**config.mk**
```make
export PLATFORM = sky130hd
export DESIGN_NAME = flash_probe_ctrl
export DESIGN_NICKNAME = d
export VERILOG_FILES = /design/src/rtl/flash_probe_pkg.sv /design/src/rtl/flash_id_decode.sv /design/src/rtl/flash_geom_hold.sv /design/src/rtl/flash_probe_seq.sv /design/src/rtl/flash_probe_ctrl.sv
export SDC_FILE = /design/constraint.sdc
export NUM_CORES = 1
export LEC_CHECK = 0
export ABC_CLOCK_PERIOD_IN_PS = 1800
export BUFFER_PORTS_ARGS = -buffer_cell sky130_fd_sc_hd__buf_4
export CAP_MARGIN = 20
export CORE_AREA = 2 2 85 87
export CTS_BUF_LIST = sky130_fd_sc_hd__clkbuf_4 sky130_fd_sc_hd__clkbuf_8
export CTS_CLUSTER_DIAMETER = 200
export DETAILED_ROUTE_END_ITERATION = 7
export DIE_AREA = 0 0 87 89
export PLACE_DENSITY = 0.79
export SLEW_MARGIN = 5
export SYNTH_ARGS = -nofsm -noshare
export SYNTH_HDL_FRONTEND = slang
export SYNTH_HIERARCHICAL = 1
export SYNTH_SLANG_ARGS = --single-unit
```
**constraint.sdc**
```tcl
create_clock -name clk -period 1.8 [get_ports clk]
set_input_delay 0.09 -clock clk [delete_from_list [all_inputs] [get_ports clk]]
set_output_delay 0.09 -clock clk [all_outputs]
set_load 0.01 [all_outputs]
```
**src/rtl/flash_probe_pkg.sv**
```systemverilog
package flash_probe_pkg;

    localparam logic [7:0] OP_IDENTIFY   = 8'h9F;
    localparam logic [7:0] OP_WR_ENABLE  = 8'h06;
    localparam logic [7:0] OP_UNPROTECT  = 8'h98;
    localparam logic [7:0] OP_WR_DISABLE = 8'h04;
    localparam logic [7:0] FILLER_BYTE   = 8'hA5;

    typedef enum logic [2:0] {
        ST_IDLE,
        ST_ID_XFER,
        ST_ID_GAP,
        ST_DECIDE,
        ST_CMD_XFER,
        ST_CMD_GAP,
        ST_FINISH
    } probe_state_t;

    function automatic logic [7:0] unlock_opcode(input logic [1:0] idx);
        case (idx)
            2'd0:    return OP_WR_ENABLE;
            2'd1:    return OP_UNPROTECT;
            default: return OP_WR_DISABLE;
        endcase
    endfunction

endpackage

```
**src/rtl/flash_id_decode.sv**
```systemverilog
module flash_id_decode #(
    parameter logic [7:0] MFR_CODE     = 8'hBF,
    parameter logic [7:0] TYPE_CODE    = 8'h26,
    parameter logic [7:0] BASE_CAP     = 8'h41,
    parameter int         NUM_SIZES    = 3,
    parameter int         BASE_SECTORS = 512,
    parameter int         BASE_PAGES   = 8192,
    parameter int         SECT_CNT_W   = 12,
    parameter int         PAGE_CNT_W   = 16
) (
    input  logic [7:0]            mfr_i,
    input  logic [7:0]            type_i,
    input  logic [7:0]            cap_i,
    output logic                  match_o,
    output logic [SECT_CNT_W-1:0] sect_cnt_o,
    output logic [PAGE_CNT_W-1:0] page_cnt_o
);
    logic [NUM_SIZES-1:0] size_hit;

    for (genvar g = 0; g < NUM_SIZES; g++) begin : g_size
        assign size_hit[g] = (cap_i == 8'(int'(BASE_CAP) + g));
    end

    always_comb begin
        sect_cnt_o = '0;
        page_cnt_o = '0;
        for (int i = 0; i < NUM_SIZES; i++) begin
            if (size_hit[i]) begin
                sect_cnt_o = SECT_CNT_W'(BASE_SECTORS << i);
                page_cnt_o = PAGE_CNT_W'(BASE_PAGES << i);
            end
        end
    end

    assign match_o = (mfr_i == MFR_CODE) && (type_i == TYPE_CODE) && (|size_hit);

endmodule

```
**src/rtl/flash_geom_hold.sv**
```systemverilog
module flash_geom_hold #(
    parameter int SECT_CNT_W = 12,
    parameter int PAGE_CNT_W = 16,
    parameter int SHIFT_W    = 4,
    parameter int SECT_SHIFT = 12,
    parameter int PAGE_SHIFT = 8
) (
    input  logic                  clk,
    input  logic                  rst_n,
    input  logic                  load_ok_i,
    input  logic                  load_err_i,
    input  logic [SECT_CNT_W-1:0] sect_cnt_i,
    input  logic [PAGE_CNT_W-1:0] page_cnt_i,
    output logic [SECT_CNT_W-1:0] sect_cnt_o,
    output logic [SHIFT_W-1:0]    sect_shift_o,
    output logic [PAGE_CNT_W-1:0] page_cnt_o,
    output logic [SHIFT_W-1:0]    page_shift_o
);
    always_ff @(posedge clk or negedge rst_n) begin
        if (!rst_n) begin
            sect_cnt_o   <= '0;
            sect_shift_o <= '0;
            page_cnt_o   <= '0;
            page_shift_o <= '0;
        end else if (load_ok_i) begin
            sect_cnt_o   <= sect_cnt_i;
            sect_shift_o <= SHIFT_W'(SECT_SHIFT);
            page_cnt_o   <= page_cnt_i;
            page_shift_o <= SHIFT_W'(PAGE_SHIFT);
        end else if (load_err_i) begin
            sect_cnt_o   <= '0;
            sect_shift_o <= '0;
            page_cnt_o   <= '0;
            page_shift_o <= '0;
        end
    end

endmodule

```
**src/rtl/flash_probe_seq.sv**
```systemverilog
module flash_probe_seq
    import flash_probe_pkg::*;
#(
    parameter int ID_BYTES = 3,
    parameter int NUM_CMDS = 3
) (
    input  logic       clk,
    input  logic       rst_n,
    input  logic       start_i,
    input  logic       ack_i,
    input  logic [7:0] rx_i,
    input  logic       match_i,
    output logic       req_o,
    output logic [7:0] tx_o,
    output logic       cs_n_o,
    output logic       done_o,
    output logic       ok_o,
    output logic       load_ok_o,
    output logic       load_err_o,
    output logic [7:0] mfr_o,
    output logic [7:0] type_o,
    output logic [7:0] cap_o
);
    localparam int IDX_W = $clog2(ID_BYTES + 1);
    localparam int CMD_W = 2;
    localparam logic [IDX_W-1:0] LAST_IDX = IDX_W'(ID_BYTES);
    localparam logic [CMD_W-1:0] LAST_CMD = CMD_W'(NUM_CMDS - 1);

    probe_state_t     state_q, state_d;
    logic [IDX_W-1:0] byte_idx_q;
    logic [CMD_W-1:0] cmd_idx_q;

    // next-state selection
    always_comb begin
        state_d = state_q;
        unique case (state_q)
            ST_IDLE:     if (start_i) state_d = ST_ID_XFER;
            ST_ID_XFER:  if (ack_i && byte_idx_q == LAST_IDX) state_d = ST_ID_GAP;
            ST_ID_GAP:   state_d = ST_DECIDE;
            ST_DECIDE:   state_d = match_i ? ST_CMD_XFER : ST_FINISH;
            ST_CMD_XFER: if (ack_i) state_d = ST_CMD_GAP;
            ST_CMD_GAP:  state_d = (cmd_idx_q == LAST_CMD) ? ST_FINISH : ST_CMD_XFER;
            ST_FINISH:   state_d = ST_IDLE;
            default:     state_d = ST_IDLE;
        endcase
    end

    // state register and sequence bookkeeping
    always_ff @(posedge clk or negedge rst_n) begin
        if (!rst_n) begin
            state_q    <= ST_IDLE;
            byte_idx_q <= '0;
            cmd_idx_q  <= '0;
            ok_o       <= 1'b0;
            mfr_o      <= '0;
            type_o     <= '0;
            cap_o      <= '0;
        end else begin
            state_q <= state_d;
            unique case (state_q)
                ST_IDLE: begin
                    if (start_i) begin
                        byte_idx_q <= '0;
                        cmd_idx_q  <= '0;
                        ok_o       <= 1'b0;
                    end
                end
                ST_ID_XFER: begin
                    if (ack_i) begin
                        byte_idx_q <= byte_idx_q + 1'b1;
                        if (byte_idx_q == IDX_W'(1)) mfr_o  <= rx_i;
                        if (byte_idx_q == IDX_W'(2)) type_o <= rx_i;
                        if (byte_idx_q == IDX_W'(3)) cap_o  <= rx_i;
                    end
                end
                ST_DECIDE:  ok_o <= match_i;
                ST_CMD_GAP: cmd_idx_q <= cmd_idx_q + 1'b1;
                default: ;
            endcase
        end
    end

    // outputs decoded from state
    always_comb begin
        req_o      = 1'b0;
        tx_o       = FILLER_BYTE;
        cs_n_o     = 1'b1;
        done_o     = 1'b0;
        load_ok_o  = 1'b0;
        load_err_o = 1'b0;
        unique case (state_q)
            ST_ID_XFER: begin
                req_o  = 1'b1;
                cs_n_o = 1'b0;
                tx_o   = (byte_idx_q == '0) ? OP_IDENTIFY : FILLER_BYTE;
            end
            ST_DECIDE: begin
                load_ok_o  = match_i;
                load_err_o = !match_i;
            end
            ST_CMD_XFER: begin
                req_o  = 1'b1;
                cs_n_o = 1'b0;
                tx_o   = unlock_opcode(cmd_idx_q);
            end
            ST_FINISH: done_o = 1'b1;
            default: ;
        endcase
    end

endmodule

```
**src/rtl/flash_probe_ctrl.sv**
```systemverilog
module flash_probe_ctrl #(
    parameter int SECT_CNT_W = 12,
    parameter int PAGE_CNT_W = 16,
    parameter int SHIFT_W    = 4
) (
    input  logic                  clk,
    input  logic                  rst_n,
    input  logic                  start_i,
    output logic                  xfer_req_o,
    output logic [7:0]            xfer_tx_o,
    input  logic                  xfer_ack_i,
    input  logic [7:0]            xfer_rx_i,
    output logic                  cs_n_o,
    output logic                  done_o,
    output logic                  ok_o,
    output logic [SECT_CNT_W-1:0] sector_count_o,
    output logic [SHIFT_W-1:0]    sector_shift_o,
    output logic [PAGE_CNT_W-1:0] page_count_o,
    output logic [SHIFT_W-1:0]    page_shift_o
);
    localparam int SECT_SHIFT = 12;
    localparam int PAGE_SHIFT = 8;

    logic                  match, load_ok, load_err;
    logic [7:0]            mfr, mtype, cap;
    logic [SECT_CNT_W-1:0] dec_sect;
    logic [PAGE_CNT_W-1:0] dec_page;

    flash_probe_seq u_seq (
        .clk        (clk),
        .rst_n      (rst_n),
        .start_i    (start_i),
        .ack_i      (xfer_ack_i),
        .rx_i       (xfer_rx_i),
        .match_i    (match),
        .req_o      (xfer_req_o),
        .tx_o       (xfer_tx_o),
        .cs_n_o     (cs_n_o),
        .done_o     (done_o),
        .ok_o       (ok_o),
        .load_ok_o  (load_ok),
        .load_err_o (load_err),
        .mfr_o      (mfr),
        .type_o     (mtype),
        .cap_o      (cap)
    );

    flash_id_decode #(
        .SECT_CNT_W (SECT_CNT_W),
        .PAGE_CNT_W (PAGE_CNT_W)
    ) u_dec (
        .mfr_i      (mfr),
        .type_i     (mtype),
        .cap_i      (cap),
        .match_o    (match),
        .sect_cnt_o (dec_sect),
        .page_cnt_o (dec_page)
    );

    flash_geom_hold #(
        .SECT_CNT_W (SECT_CNT_W),
        .PAGE_CNT_W (PAGE_CNT_W),
        .SHIFT_W    (SHIFT_W),
        .SECT_SHIFT (SECT_SHIFT),
        .PAGE_SHIFT (PAGE_SHIFT)
    ) u_geom (
        .clk          (clk),
        .rst_n        (rst_n),
        .load_ok_i    (load_ok),
        .load_err_i   (load_err),
        .sect_cnt_i   (dec_sect),
        .page_cnt_i   (dec_page),
        .sect_cnt_o   (sector_count_o),
        .sect_shift_o (sector_shift_o),
        .page_cnt_o   (page_count_o),
        .page_shift_o (page_shift_o)
    );

endmodule

```
==> results of run 1 <==
cell families after synthesis:
logic type / after synthesis / share of synthesized area (%)
AND/OR/NAND/NOR: 45 / 9.68
other: 3 / 0.379
multiplexers: 25 / 9.42
adder cells (fa/ha/maj): 8 / 3.37
AO/OA/AOI/OAI: 51 / 13.7
flip-flops: 61 / 51.3
buffers and inverters: 53 / 12.1
critical path, delay by kind of cell, from the launching register on:
kind / cells / cell delay, ps
DFF: 1 / 380
AOI/OAI and AO/OA: 2 / 460
buffers and inverters: 1 / 150
and+or+nand+nor: 4 / 800
registers in the layout, summed over array words and instances, names as in the netlist, 2 cells and up:
| name | count |
|---|---|
| u_seq/cmd_idx_q | 2 |
| u_geom/sect_cnt_o | 12 |
| u_seq/cap_o | 8 |
| u_geom/page_cnt_o | 16 |
| u_seq/byte_idx_q | 2 |
| u_seq/state_q | 3 |
| u_seq/type_o | 8 |
| u_seq/mfr_o | 8 |
layout by cell type (no fill, tap or decap), types with 2 or more instances in the layout:
master          n
clkinvlp_4      3
buf_4          66
a22o_1         29
nand3_1         2
nor2b_1         3
nor4bb_1        2
dfrtp_1        59
nand2_2         4
nor3_1          4
nor2_1          6
clkbuf_8        9
buf_12          2
mux2_2         23
a21oi_1         9
ha_1            8
dlygate4sd3_1   8
conb_1         28
o21ai_0         5
nand2_1         7
nand3b_1        2
dfrtp_2         2
inv_1          10
final timing paths:
check / startpoint / endpoint / slack (ps) / cells after the start
min: xfer_rx_i[6] / u_seq/cap_o[6]$_DFFE_PN0P_ / 10 / 2
max in group asynchronous: rst_n / u_seq/state_q[0]$_DFFE_PN0P_ / 880 / 2
min in group asynchronous: rst_n / u_seq/cmd_idx_q[1]$_DFFE_PN0P_ / 350 / 2
min reg2reg: u_geom/page_cnt_o[3]$_DFFE_PN0P_ / u_geom/page_cnt_o[3]$_DFFE_PN0P_ / 500 / 1
max: u_seq/type_o[7]$_DFFE_PN0P_ / u_geom/page_cnt_o[5]$_DFFE_PN0P_ / -120 / 7
max reg2reg: u_seq/type_o[7]$_DFFE_PN0P_ / u_geom/page_cnt_o[5]$_DFFE_PN0P_ / -120 / 7
synth_stat cells:
library cell	instances
nor4bb_1	3
mux2i_1	1
inv_1	10
nor3b_1	1
buf_6	3
nand4_1	1
a2111oi_4	1
conb_1	3
mux2_1	1
nand2b_1	1
nor2b_1	4
or4b_1	1
nor4b_4	1
a21o_1	1
o21ai_0	5
o21ba_2	1
buf_4	36
nor2_4	1
dfrtp_1	61
nand2_2	4
a22o_1	29
nand3b_1	2
clkbuf_1	1
buf_2	3
and4bb_2	1
or3b_2	1
a2bb2oi_1	1
ha_1	8
nor2_1	7
o22ai_1	1
mux2_2	23
nand3_1	2
and3_1	1
a311oi_1	1
a21oi_1	10
and2_1	1
nor3_1	5
a21bo_2	1
or2_2	1
nand2_1	7
timing repair:
action                     in CTS  in global routing
resized for setup               4                  9
setup endpoints to repair      34                 37
hold buffers                    8                  0
gates cloned                    0                  1
hold endpoints to repair       73                  0
buffers inserted                3                  3
pin swaps                       5                 10
routing by layer:
layer / vias up / wire length [um]
met2: 47 / 2940
li1: 949 / -
met4: 0 / 31
met3: 5 / 208
met1: 984 / 2560
met5: - / 0
where the power goes:
part	internal [uW]	leakage, uW	total, uW	switching, uW
clock	642	0.0000918	1200	553
sequential	1680	0.000815	1940	257
combinational	834	0.000938	1560	731
total	3150	0.00184	4700	1540
stage by stage:
step,instance area (um^2),hold slack [ps],utilization [%],setup WS [ps]
4_1_cts,3650,3.64,54.3,-113
5_1_grt,3730,4.32,55.6,-196
3_5_place_dp,3340,208,49.6,-282
2_1_floorplan,3070,-206,-,-14.9
6_report,3730,14.3,55.6,-120
3_3_place_gp,3340,199,49.6,-178
area by class of cell:
type                            count  share of cell area, %
Clock buffer                        9                   3.32
Clock inverter                      7                   2.01
Inverter                           10                   1.01
Multi-Input combinational cell    157                   32.6
Sequential cell                    61                   41.0
Tap cell                           80                   2.68
Timing Repair Buffer               78                   17.5
==> metrics.txt, run 1 <==
drt pass-1 iters=4; GRT Residual Overflow=0; Inst Count DP=371; Hold Crit Class=in2reg; Clock Sinks=61; Final Skew=10.8 ps; die area=0.00774 mm^2; number of fill cells=546; NumNets Final=337; sequential-to-total area share from yosys stat=51.3%; Residual DRC=0; Synth top area share=51.3%; Required @ worst endpoint=2020 ps; Synth area leaders=dfrtp_1 (51%), buf_4 (9.1%), mux2_2 (8.7%); max cap viols=0; Mean Syn Cell Area=12.1 um^2; DR vias=1985; failing checks=negative setup slack; Critical Path Fanout Max=22; FF/Latch Area=0.00153 mm^2; CTS tree=done; Max stage delay on crit path=380 ps; Final WS setup=-120 ps; first-pass GRT wire length=9.20 mm; Gate Count Post-Synth=246; Post-Layout Cell Count=402; Worst-path clk slew=70 ps; fraction of layout cells with a size suffix above 1=40.4%; met1 Use GR=20.4%; TNS Setup=-2530 ps; min Tclk post-route=1920 ps; Pleak=0.00184 uW; area occupied by multi-input gates=0.00122 mm^2; initial antenna violation count=0; crit path DAT=2140 ps; Slew @ Worst Pin=757 ps; number of synthesis warnings=6; fmax=521 MHz; drt via density=4.94; Clock Path Buffers=2; largest net degree at the start of global routing=62; # IOs=60; grt met3 use=4.71%; post-synth top area cell=dfrtp_1; post-synthesis register bit count=61; Final period util=107%; Worst Setup End Kind=register; grt met2 use=24.2%; IO Port Bufs=53; gpl congestion=0.805; Die X=87 um; n_diodes=0; HPWL after DPL=3.85 mm; final antenna-violating net count=0; pins over their slew limit=0; worst vdd ir=0.000664 V; Total GRT Usage=15.3%; Slew headroom=49.5%; area grow syn2layout=25.5%; clk_lat worst skew=340 ps; Critical Path Slowest Stage Cell=dfrtp_1; root buf cell=clkbuf_8; Overall Power=4700 uW; CP startpoint kind=register; status=finished, violations left; Final Hold Fails=0; die height=89 um; GR peak layer=met2; Final setup viols=29; post-synthesis cell type count=40; vias in the first global route=1889; pwr/cell area=1260 mW/mm^2; critical path class=reg2reg; H-tree levels=3; RSZ-0062 raised after global routing=true; core area=0.00672 mm^2; Initial DRC Count=98; Routed WL=5.74 mm; Initial Utilization=44.3%; Num CTS Buffers=9; row count=30; CP Cell Sequence=nor4bb_1, nand3_1, a2111oi_4, and3_4, nor2_4, buf_12, a22o_1; DR WL/cell=14.3 um; Post-Syn Area=0.00297 mm^2
Power figures use the tool's default switching activity.
==> run 2, diff against run 1 <==
- ABC_CLOCK_PERIOD_IN_PS: 1800 -> 2250
- PLACE_DENSITY: 0.79 -> 0.77
- clock period: 1.8 -> 2.25 ns (I/O delays scaled with it)
==> run 2 against run 1 <==
- the run now ends clean
- die area did not move
- clock power fell by 31%
- sequential cell count did not move
- register-to-register slack improved by 250 ps
- hold slack improved by 12 ps
- combinational power fell by 29%
- critical path depth did not move
- critical endpoint is now u_geom/page_cnt_o[1]$_DFFE_PN0P_
==> metrics.txt, run 2 (same netlist as run 1, synthesis figures left out) <==
core area=0.00672 mm^2 (unchanged); worst hold slack=26.6 ps (was 14.3 ps); DR vias=1884 (was 1985); min Tclk post-route=2120 ps (was 1920 ps); Final setup viols=0 (was 29); fmax=471 MHz (was 521 MHz); final antenna-violating net count=0 (unchanged); NumNets Final=319 (was 337); area grow syn2layout=17.5% (was 25.5%); Slew headroom=50.2% (was 49.5%); drt pass-1 iters=4 (unchanged); Initial DRC Count=56 (was 98); max cap viols=0 (unchanged); die area=0.00774 mm^2 (unchanged); gpl congestion=0.755 (was 0.805); n_diodes=0 (unchanged); pins over their slew limit=0 (unchanged); worst vdd ir=0.000376 V (was 0.000664 V); crit path DAT=2340 ps (was 2140 ps); vias in the first global route=1748 (was 1889); pwr/cell area=992 mW/mm^2 (was 1260 mW/mm^2); Final Hold Fails=0 (unchanged); Final Skew=9.93 ps (was 10.8 ps); number of fill cells=597 (was 546); initial antenna violation count=0 (unchanged); Worst-path clk slew=70 ps (about the same); R2R depth=7 (unchanged); RR Startpoint=u_seq/type_o[7]$_DFFE_PN0P_ (unchanged); IO Port Bufs=53 (unchanged); first-pass GRT wire length=8.56 mm (was 9.20 mm); largest registers=u_geom/page_cnt_o x16, u_geom/sect_cnt_o x12 (unchanged); H-tree levels=3 (unchanged); most frequent cells in the layout=dfrtp_1 (61), buf_4 (57), a22o_1 (29), conb_1 (28), mux2_2 (23) (was buf_4 (66), dfrtp_1 (59), a22o_1 (29), conb_1 (28), mux2_2 (23)); Slew @ Worst Pin=746 ps (was 757 ps); clk_lat worst skew=330 ps (was 340 ps); critical path class=reg2reg (unchanged); Final period util=94.3% (was 107%); Initial Utilization=44.3% (unchanged); HPWL after DPL=3.62 mm (was 3.85 mm); max FFs per register=16 (unchanged); R2R Setup Slk=130 ps (was -120 ps); GRT Residual Overflow=0 (unchanged); die height=89 um (unchanged); TNS Setup=0 ps (was -2530 ps); Residual DRC=0 (unchanged); Top reg by flops=u_geom/page_cnt_o (unchanged); FF/Latch Area=0.00153 mm^2 (about the same); Worst Setup End Kind=register (unchanged); Clock Sinks=61 (unchanged); min-delay src=xfer_rx_i[3] (was xfer_rx_i[6]); Pleak=0.00174 uW (was 0.00184 uW); Hold Crit Class=in2reg (unchanged); row count=30 (unchanged); WHS Endpoint=u_seq/type_o[3]$_DFFE_PN0P_ (was u_seq/cap_o[6]$_DFFE_PN0P_); worst reg2reg endpoint=u_geom/page_cnt_o[1]$_DFFE_PN0P_ (was u_geom/page_cnt_o[5]$_DFFE_PN0P_); RSZ-0062 raised after global routing=false (was true); Total GRT Usage=14.4% (was 15.3%); Num CTS Buffers=9 (unchanged); CP startpoint kind=register (unchanged); Clock Path Buffers=2 (unchanged); largest net degree at the start of global routing=62 (unchanged); root buf cell=clkbuf_8 (unchanged); Critical Path Fanout Max=14 (was 22); area occupied by multi-input gates=0.00120 mm^2 (was 0.00122 mm^2); Routed WL=5.24 mm (was 5.74 mm); hold depth=2 (unchanged); Die X=87 um (unchanged); fraction of layout cells with a size suffix above 1=36.8% (was 40.4%); Final Util=52.0% (was 55.6%); # IOs=60 (unchanged); status=finished clean (was finished, violations left); drt via density=4.91 (was 4.94); commonest non-fill, non-tap cell in the layout=dfrtp_1 (was buf_4); DR WL/cell=13.6 um (was 14.3 um); Required @ worst endpoint=2470 ps (was 2020 ps); CTS tree=done (unchanged)
run 2: timing repair:
item / in CTS / in global routing
resized for setup: 0 / 3
endpoints found under the setup margin: 0 / 28
hold endpoints to repair: 61 / 0
buffers inserted: 0 / 1
hold buffers: 1 / 0
run 2: worst max-delay path by stage:
stage | startpoint | end | cells after the start
2_1_floorplan | u_seq/cap_o[7]$_DFFE_PN0P_ | u_geom/page_cnt_o[12]$_DFFE_PN0P_ | 7
3_3_place_gp | u_seq/type_o[7]$_DFFE_PN0P_ | u_geom/page_cnt_o[5]$_DFFE_PN0P_ | 6
3_5_place_dp | u_seq/type_o[7]$_DFFE_PN0P_ | u_geom/sect_cnt_o[5]$_DFFE_PN0P_ | 6
4_1_cts | u_seq/type_o[7]$_DFFE_PN0P_ | u_geom/page_cnt_o[8]$_DFFE_PN0P_ | 6
5_1_grt | u_seq/type_o[7]$_DFFE_PN0P_ | u_geom/page_cnt_o[3]$_DFFE_PN0P_ | 7
6_report | u_seq/type_o[7]$_DFFE_PN0P_ | u_geom/page_cnt_o[1]$_DFFE_PN0P_ | 7
run 2: final cells by class:
class | instances | area share (%)
clock buffer | 10 | 3.76
clock inverter | 6 | 1.15
inverter | 10 | 1.07
multi-input combinational | 158 | 34.3
sequential | 61 | 43.7
tap | 80 | 2.87
timing repair buffer | 59 | 13.1
run 2: per-layer routing:
layer  share of wire, %  track usage (%)  vias up
met4                1.9             7.67        0
li1                   -                -      916
met2                 47             21.7       44
met5                  0                0        -
met1                 47             19.4      914
met3                3.6             3.42       10
run 2: per-stage QoR:
step / worst slack, ps / instances / area [um^2] / power (uW)
finish: 127 / 384 / 3490 / 3460
global route: 27.7 / 384 / 3490 / 3710
CTS: 7.04 / 382 / 3450 / 3460
detailed placement: 29.6 / 365 / 3270 / 2620
global placement: 98.4 / 365 / 3270 / 2580
floorplan: 335 / 271 / 3070 / 2330
run 2: where the power goes:
part / switching, uW / leakage [uW] / internal [uW]
clock: 421 / 0.0000777 / 406
sequential: 189 / 0.000817 / 1340
combinational: 538 / 0.000841 / 571
run 2: critical path, cell delays in order (launching register included):
cell and delay, ps:
dfrtp_1 380, nor4bb_1 380, nand3_1 170, a2111oi_4 330, and3_2 330, nor2_4 50, buf_12 160, a22o_1 200
==> run 3, diff against run 2 <==
==> constraint.sdc (replaced) <==
create_clock -name clk -period 2.25 [get_ports clk]
set_input_delay 0.45 -clock clk [delete_from_list [all_inputs] [get_ports clk]]
set_output_delay 0.45 -clock clk [all_outputs]
set_load 0.01 [all_outputs]
==> run 3 against run 2 <==
- fmax shrank 1.0%
- first-iteration DRC count up 52%
- sequential cell count stayed put
- core utilization is 0.24 points higher
- worst setup slack got worse by 22 ps
- routed wire length up 5.4%
- final cell count did not move
- register-to-register slack got worse by 20 ps
==> metrics.txt, run 3 (same netlist as run 1, synthesis figures left out) <==
Hold Crit Class=in2async (was in2reg); Worst Setup End Kind=register (unchanged); commonest non-fill, non-tap cell in the layout=dfrtp_1 (unchanged); RSZ-0062 raised after global routing=false (unchanged); max FFs per register=16 (unchanged); met1 Use GR=18.8% (was 19.4%); GRT Residual Overflow=0 (unchanged); grt met3 use=6.93% (was 3.42%); FF/Latch Area=0.00153 mm^2 (unchanged); Final setup viols=0 (unchanged); Initial Utilization=44.3% (unchanged); initial antenna violation count=0 (unchanged); RR Startpoint=u_seq/type_o[7]$_DFFE_PN0P_ (unchanged); Clock Sinks=61 (unchanged); grt met2 use=24.2% (was 21.7%); drt pass-1 iters=4 (unchanged); status=finished clean (unchanged); Post-CTS Setup Bufs=0 (unchanged); min Tclk post-route=2150 ps (was 2120 ps); crit path DAT=2370 ps (was 2340 ps); area occupied by multi-input gates=0.00119 mm^2 (was 0.00120 mm^2); hold-fix buffers at CTS=0 (was 1); DR vias=1908 (was 1884); Seq pwr share=41.6% (was 44.1%); fmax=466 MHz (was 471 MHz); # IOs=60 (unchanged); Slew @ Worst Pin=748 ps (was 746 ps); max cap viols=0 (unchanged); Slew headroom=50.1% (was 50.2%); R2R Setup Slk=100 ps (was 130 ps); DR WL/cell=14.4 um (was 13.6 um); Max stage delay on crit path=380 ps (about the same); die height=89 um (unchanged); critical path class=reg2reg (unchanged); CP Cell Sequence=nor4bb_1, nand3_1, a2111oi_4, and3_1, nor2_4, a22o_1 (was nor4bb_1, nand3_1, a2111oi_4, and3_2, nor2_4, buf_12, a22o_1); clock share of power=27.4% (was 23.9%); first-pass GRT wire length=8.88 mm (was 8.56 mm); drt via density=4.97 (was 4.91); root buf cell=clkbuf_8 (unchanged); worst hold slack=177 ps (was 26.6 ps); number of fill cells=613 (was 597); Clock Path Buffers=2 (unchanged); fraction of layout cells with a size suffix above 1=36.5% (was 36.8%); R2R depth=6 (was 7); die area=0.00774 mm^2 (unchanged); Required @ worst endpoint=2480 ps (was 2470 ps); Worst-path clk slew=70 ps (about the same); Internal Power=2480 uW (was 2320 uW); worst reg2reg endpoint=u_geom/page_cnt_o[6]$_DFFE_PN0P_ (was u_geom/page_cnt_o[1]$_DFFE_PN0P_); core area=0.00672 mm^2 (unchanged); Final Hold Fails=0 (unchanged); Final period util=95.3% (was 94.3%); Final Skew=10.6 ps (was 9.93 ps); largest registers=u_geom/page_cnt_o x16, u_geom/sect_cnt_o x12 (unchanged); Net Sw Frac=32.0% (was 33.1%); Comb power frac=31.0% (was 32.0%); CTS resizes=0 (unchanged); most frequent cells in the layout=dfrtp_1 (61), buf_4 (59), a22o_1 (29), conb_1 (28), mux2_2 (23) (was dfrtp_1 (61), buf_4 (57), a22o_1 (29), conb_1 (28), mux2_2 (23)); TNS Setup=0 ps (unchanged); Total GRT Usage=15.2% (was 14.4%); vias in the first global route=1854 (was 1748); row count=30 (unchanged); pins over their slew limit=0 (unchanged); Top reg by flops=u_geom/page_cnt_o (unchanged); gpl congestion=0.767 (was 0.755); n_diodes=0 (unchanged); NumNets Final=319 (unchanged); Routed WL=5.52 mm (was 5.24 mm); Residual DRC=0 (unchanged); CTS tree=done (unchanged); area grow syn2layout=18.0% (was 17.5%); final antenna-violating net count=0 (unchanged); Initial DRC Count=85 (was 56); Num CTS Buffers=9 (unchanged); Die X=87 um (unchanged); HPWL after DPL=3.84 mm (was 3.62 mm); CP startpoint kind=register (unchanged); largest net degree at the start of global routing=62 (unchanged); Pleak=0.00176 uW (was 0.00174 uW); H-tree levels=3 (unchanged); clk_lat worst skew=340 ps (was 330 ps); IO Port Bufs=53 (unchanged); Critical Path Slowest Stage Cell=dfrtp_1 (unchanged); pwr/cell area=1040 mW/mm^2 (was 992 mW/mm^2); worst vdd ir=0.000406 V (was 0.000376 V); Critical Path Fanout Max=14 (unchanged); GR peak layer=met2 (unchanged); switching power=1160 uW (was 1150 uW)
[run 3: cell count changes in the layout (fill, tap and decap cells not counted)]
| cell | before | now |
|---|---|---|
| bufinv_16 | 0 | 1 |
| nor4bb_1 | 2 | 3 |
| clkbuf_4 | 1 | 0 |
| clkinv_2 | 2 | 1 |
| buf_12 | 1 | 0 |
| and3_1 | 0 | 1 |
| buf_4 | 57 | 59 |
| clkbuf_8 | 9 | 11 |
| dlygate4sd3_1 | 1 | 0 |
| nor4bb_2 | 1 | 0 |
| and3_2 | 1 | 0 |
| clkinvlp_4 | 4 | 2 |
| clkinv_4 | 0 | 1 |
[run 3: per-layer routing]
metal  part of all wire [%]  wire (um)  vias to the layer above
met5                      0          0                        -
met4                   0.43         24                        0
met3                    4.3        238                        2
met2                     50       2750                       43
met1                     45       2510                      941
li1                       -          -                      922
[run 3: worst max-delay path: cells and delay by family (launching register included)]
family / cells / cell delay [ps]
AOI/OAI and AO/OA: 2 / 580
DFF: 1 / 380
and+or+nand+nor: 4 / 1050
[run 3: worst max path at each step]
stage / start / endpoint / slack [ps]
2_1_floorplan: u_seq/cap_o[7]$_DFFE_PN0P_ / u_geom/page_cnt_o[12]$_DFFE_PN0P_ / 340
3_3_place_gp: u_seq/type_o[7]$_DFFE_PN0P_ / u_geom/sect_cnt_o[4]$_DFFE_PN0P_ / 90
3_5_place_dp: u_seq/type_o[7]$_DFFE_PN0P_ / u_geom/page_cnt_o[6]$_DFFE_PN0P_ / 30
4_1_cts: u_seq/type_o[7]$_DFFE_PN0P_ / u_geom/page_cnt_o[6]$_DFFE_PN0P_ / 10
5_1_grt: u_seq/type_o[7]$_DFFE_PN0P_ / u_geom/page_cnt_o[6]$_DFFE_PN0P_ / 10
6_report: u_seq/type_o[7]$_DFFE_PN0P_ / u_geom/page_cnt_o[6]$_DFFE_PN0P_ / 100
[run 3: per-stage QoR]
stage	utilization, %	instances	total power [uW]	setup WS [ps]	area (um^2)
after floorplan	-	271	2330	335	3070
after global placement	48.9	367	2610	93.2	3290
after detailed placement	48.9	367	2660	34.2	3290
after CTS	52.1	383	3680	9.54	3500
after global routing	52.2	384	3900	13.1	3510
final	52.2	384	3640	105	3510
[run 3: layout make-up]
type / instances / share of cell area (%)
clock inverters: 5 / 1.68
repair buffers: 59 / 12.6
well taps: 80 / 2.85
multi-input cells: 158 / 34.0
inverters: 10 / 1.07
flip-flops and latches: 61 / 43.5
clock buffers: 11 / 4.31
[run 3: power groups by stage]
stage          clock network, uW  logic, uW  registers [uW]
2_1_floorplan                  0        851            1480
3_3_place_gp                   0       1090            1520
3_5_place_dp                   0       1130            1530
4_1_cts                     1030       1130            1510
5_1_grt                     1080       1260            1550
6_report                     998       1130            1510
